[src/rtl/alu_classsel.sv]
module alu_classsel #(
  parameter int W   = 32,
  parameter int SHW = $clog2(W)
) (
  input  logic [W-1:0]   opa,
  input  logic [W-1:0]   opb,
  input  logic [SHW-1:0] shamt,
  input  logic [3:0]     opcode,
  output logic [W-1:0]   result,
  output logic           ovf,
  output logic           zero
);
  localparam int MSB = W - 1;

  logic [1:0]   cls, fn;
  logic [W-1:0] logic_r, arith_r, cmp_r, shift_r;
  logic [W-1:0] b_eff;
  logic         do_sub, carry, less;

  assign cls = opcode[3:2];
  assign fn  = opcode[1:0];

  always_comb begin
    case (fn)
      2'b00:   logic_r = opa & opb;
      2'b01:   logic_r = opa | opb;
      2'b10:   logic_r = opa ^ opb;
      default: logic_r = ~(opa | opb);
    endcase
  end

  assign do_sub           = fn[1];
  assign b_eff            = do_sub ? ~opb : opb;
  assign {carry, arith_r} = {1'b0, opa} + {1'b0, b_eff} + {{W{1'b0}}, do_sub};

  assign ovf  = (cls == 2'b01) && !fn[0] &&
                (opa[MSB] == b_eff[MSB]) && (arith_r[MSB] != opa[MSB]);
  assign zero = (arith_r == '0);

  always_comb begin
    if (fn[0])
      less = !carry;
    else if (opa[MSB] != opb[MSB])
      less = opa[MSB];
    else
      less = arith_r[MSB];
  end
  assign cmp_r = {{(W-1){1'b0}}, fn[1] & less};

  always_comb begin
    case (fn)
      2'b00:   shift_r = opa << shamt;
      2'b10:   shift_r = opa >> shamt;
      2'b11:   shift_r = W'($signed(opa) >>> shamt);
      default: shift_r = opa;
    endcase
  end

  always_comb begin
    case (cls)
      2'b00:   result = logic_r;
      2'b01:   result = arith_r;
      2'b10:   result = cmp_r;
      default: result = shift_r;
    endcase
  end
endmodule


[config.mk]
export PLATFORM = sky130hd
export DESIGN_NAME = alu_classsel
export DESIGN_NICKNAME = d
export VERILOG_FILES = /design/src/rtl/alu_classsel.sv
export SDC_FILE = /design/constraint.sdc
export NUM_CORES = 1
export LEC_CHECK = 0
export ABC_AREA = 1
export BUFFER_PORTS_ARGS = -buffer_cell sky130_fd_sc_hd__buf_2
export CAP_MARGIN = 20
export CORE_ASPECT_RATIO = 1.25
export CORE_MARGIN = 5
export CORE_UTILIZATION = 55
export DETAILED_ROUTE_END_ITERATION = 6
export PLACE_DENSITY = 0.76
export SYNTH_ARGS = -nofsm -noshare
export SYNTH_HDL_FRONTEND = slang
export SYNTH_SLANG_ARGS = --single-unit
export TNS_END_PERCENT = 20
[constraint.sdc]
create_clock -name vclk -period 5.4
set_input_delay 0.81 -clock vclk [all_inputs]
set_output_delay 0.81 -clock vclk [all_outputs]
set_load 0.1 [all_outputs]
Word-level counts from Yosys, hierarchy flattened
Cells that the tools add are included.
W data, S select, Z words.
- $add $sub $neg: 2
- eq/ne operators: 8
- shifts and indexed selects: 3
- mux-type cells: 6
- bitwise operators: 6
- reduce and logical (&&, ||, !) cells: 8
- operators with widths (operator ; number):
    $pmux W32 S3 ; 3
    $not A32 Y32 ; 2
    $add A32 B32 Y33 ; 1
    $add A33 B1 Y33 ; 1
    $and A32 B32 Y32 ; 1
    $logic_not A32 Y1 ; 1
    $mux W32 ; 1
    $or A32 B32 Y32 ; 1
    $shl A32 B5 Y32 ; 1
    $shr A32 B5 Y32 ; 1
    $sshr A32 B5 Y32 ; 1
    $xor A32 B32 Y32 ; 1
    $eq A2 B2 Y1 const B ; 3
    $eq A2 B1 Y1 const B ; 2
    $logic_not A2 Y1 ; 2
    $logic_and A1 B1 Y1 ; 3
    $logic_not A1 Y1 ; 2
    $mux W1 ; 2
    $ne A1 B1 Y1 ; 2
    $and A1 B1 Y1 ; 1
    $eq A1 B1 Y1 ; 1
- register bits: 0
- bits of input ports: 73
- output and inout bits: 34
- logic and storage cells: 33

Longest topological paths before layout
- depth in word-level cells: 8
- depth in mapped cells: 21
- depth with buffers taken out: 18

Worst setup path before layout
No wires, ideal clock.
- kind: input -> output
- from: input opcode[1]
- to: output ovf
- arrival: 4.962 ns
- data required time: 4.590 ns
- path slack: -0.372 ns
- stages on the path: 16
- path buffers: 3
- path through: buf_4 -> clkbuf_1 -> buf_2 -> xor2_1 -> ha_1 -> nand2_1 -> inv_1 -> a21oi_1 -> nor2_1 -> nor2_1 -> nand2_1 -> nand2_1 -> nand3_1 -> nand2_1 -> nor2_1 -> nor3_1
- word-level cells in the longest chain between the ends: 5
- elaborated cells between the ends (all ways): 7
- classes of those cells: 2 x add/sub; 2 x eq/ne; 1 x mux; 2 x reduce/logical
- RTL lines (item ; line ; text):
    from (decl) ; 8 ; input logic [3:0] opcode,
    $mux W32 ; 33 ; assign b_eff = do_sub ? ~opb : opb;
    $add A32 B32 Y33 ; 34 ; assign {carry, arith_r} = {1'b0, opa} + {1'b0, b_eff} + {{W{1'b0}}, do_sub};
    $add A33 B1 Y33 ; 34 ;
    $ne A1 B1 Y1 ; 37 ; (opa[MSB] == b_eff[MSB]) && (arith_r[MSB] != opa[MSB]);
    $logic_and A1 B1 Y1 (*) ; 37 ;
    to (decl) ; 10 ; output logic ovf,
Mark *: on every way between the ends. The rest lies on a longest branch, timed or not.

Final worst setup path
- from: input opcode[1]
- to: output zero
- word-level cells in the longest chain between the ends: 4
- RTL lines (item ; line ; text):
    $mux W32 ; 33 ;
    $add A32 B32 Y33 ; 34 ;
    $add A33 B1 Y33 (*) ; 34 ;
    $logic_not A32 Y1 (*) ; 38 ; assign zero = (arith_r == '0);
    to (decl) ; 11 ; output logic zero
Marked as above.

==> run_results.csv <==
group,metric,value,unit
worst_setup_path,crit_path_max_fanout,14,
routing,wirelength,39200,microns
hold_path,worstHoldPathType,"input pin to output port",
worst_setup_path,worstPathRequired,4.59,ns
place,place.gp.congestion,1.10,
finish,diodes,0,
floorplan,start_util,56.2,%
timing,setup_viol,0,
floorplan,fp.dieH,151,microns
place,dp.cells,1959,
routing,detail-route-antenna-nets,0,
power_and_ir_drop,p_per_area,155,nW/um^2
finish,postLayoutCoreUtil,60.1,%
clock_network,ctsResizeCount,0,
timing,tightest_slew,0.995,ns
finish,drive_above_1_share,9.85,%
global_routing,grt_pass1_wl,59800,microns
worst_setup_path,path_cells,"buf_2 -> buf_4 -> xor2_1 -> ha_1 -> nand2_1 -> nor2_1 -> inv_1 -> nor3_1 -> nand3_1 -> nand3_1 -> nand2_1 -> nand2_1 -> nand2_1 -> nor2_1 -> nand3_1 -> nor2_1 -> buf_12",
worst_setup_path,path_common_cell,"nand2_1",
finish,design.seq.count,0,
routing,via_per_inst,6.15,
power_and_ir_drop,p_leak,5.12,nW
floorplan,die_area,18600,sq um
worst_setup_path,crit_family,"simple AND/OR/NAND/NOR gates",
status,status,"finished, violations left",
synthesis,ys_types,46,
routing,firstDrtPassIters,7,
clock_network,holdBufCountCts,0,
timing,slew_viol_final,0,
routing,vias,12047,
timing,grt_setup_unrepaired,"false",
floorplan,die_w,123,microns
status,violations,"DRC",
routing,drt_first_iter_violations,1527,
floorplan,num_rows,51,
timing,fmax,202,MHz
power_and_ir_drop,total_power,1.46,mW
job,cap_violations,0,
worst_setup_path,crit_path_start_kind,"input pin",
timing,slew_headroom,33.0,%
synthesis,ys_seq_area_share,0,%
worst_setup_path,crit_slowest_cell,"nor3_1",
finish,clockBufferCount,0,
global_routing,globalRoute.totalOverflow,0,
routing,wire_per_inst,20.0,microns
synthesis,synth_nets,1873,
timing,fin_tns_setup,0,ns
worst_setup_path,critPathKind,"input pin to output port",
finish,nets,1919,
place,port_buffers,107,
worst_setup_path,cp-end-kind,"output port",
place,dpl.hpwl,31500,microns
finish,seqCellArea,0,sq um
synthesis,yosys_warnings,0,
synthesis,avgSynthCellArea,5.16,sq um
floorplan,core-area,15600,sq um
routing,drc,5,
synthesis,syn_inst,1703,
power_and_ir_drop,peakVddDrop,0.101,mV
finish,area_growth,6.82,%
global_routing,antenna_found_initial,0,
global_routing,track_usage,41.1,%
timing,period_minus_slack,4.94,ns
synthesis,syn_area,8790,sq um
timing,hold_viol,0,
global_routing,grt_max_degree,81,
worst_setup_path,slowest_delay,0.43,ns
timing,period_share,91.5,%
finish,fin_cells,1959,
clock_network,cts_setup_buffers,0,
floorplan,io_pins,107,
worst_setup_path,cp_num_buf_inv,4,
global_routing,grt_pass1_vias,11297,
worst_setup_path,cp.arrival,4.13,ns
path summary, 6_finish.rpt:
kind | startpoint | endpoint | slack, ns | cells past startpoint
worst max-delay path | opcode[1] | zero | 0.46 | 17
worst min-delay path | opcode[2] | result[5] | 2.17 | 4
cell usage after synthesis (4+ instances only):
cell type	count	area share, %
inv_2	4	0.17
nand2_1	600	26
xor2_1	37	3.7
buf_1	12	0.51
o21bai_1	10	0.85
nor2_2	4	0.28
xnor2_1	8	0.80
o21ai_1	54	3.1
mux2i_1	7	0.80
nand3_1	96	5.5
buf_2	35	2.0
ha_1	96	14
o21ai_2	22	2.2
nor2_1	102	4.4
buf_6	6	0.77
a21oi_1	75	4.3
inv_1	210	9.0
nor3_1	10	0.57
o22ai_1	13	0.93
nand2_2	5	0.36
o21a_1	15	1.3
clkbuf_1	27	1.2
a221oi_1	24	2.4
nand4_1	23	1.6
o211ai_1	27	2.3
o21ai_0	140	8.0
o2111ai_1	7	0.70
and2_1	5	0.36
kinds of logic (layout without fill, tap and decap cells):
| family | Yosys count | in the layout | share of synthesized area (%) |
|---|---|---|---|
| AO/OA/AOI/OAI | 396 | 396 | 26.8 |
| AND/OR/NAND/NOR | 856 | 856 | 39.5 |
| multiplexers | 8 | 8 | 0.953 |
| XOR/XNOR | 45 | 45 | 4.48 |
| adder cells (fa/ha/maj) | 97 | 97 | 13.9 |
| buffers and inverters | 301 | 345 | 14.4 |
cell type report:
type                       instances  area, sq um
timing repair buffer             129          778
multi-input combinational       1402         7540
inverter                         216          811
fill                            1668         6240
tap                              212          265
routing by layer:
metal	wire, microns	share of wire, %	global-route usage [%]	up-vias
li1	-	-	-	5698
met1	14400	37	49.7	5333
met2	17700	45	67.4	814
met3	4090	10	7.10	202
met4	3080	7.8	25.2	0
met5	0	0	0	-
report_power, final:
group,leakage [nW],internal [mW],switching (mW)
registers,0,0,0
clock network,0,0,0
logic,5.12,0.379,1.08
total,5.12,0.379,1.08
layout by cell type (no fill, tap or decap), types with 37 or more instances in the layout:
master,n
nand2_1,600
inv_1,210
o21ai_0,140
buf_2,106
nor2_1,100
nand3_1,96
ha_1,96
a21oi_1,75
o21ai_1,54
xor2_1,37
through the flow:
| step | setup WS (ns) | area (sq um) | hold WS [ns] |
|---|---|---|---|
| finish | 0.461 | 9390 | 2.17 |
| global placement | 0.613 | 9390 | 2.18 |
| floorplan | 0.156 | 8800 | 1.95 |
| global route | 0.341 | 9390 | 2.21 |
| detailed placement | 0.587 | 9390 | 2.16 |
| CTS | 0.576 | 9390 | 2.16 |
Note: power is estimated with default switching activity, not from simulation.
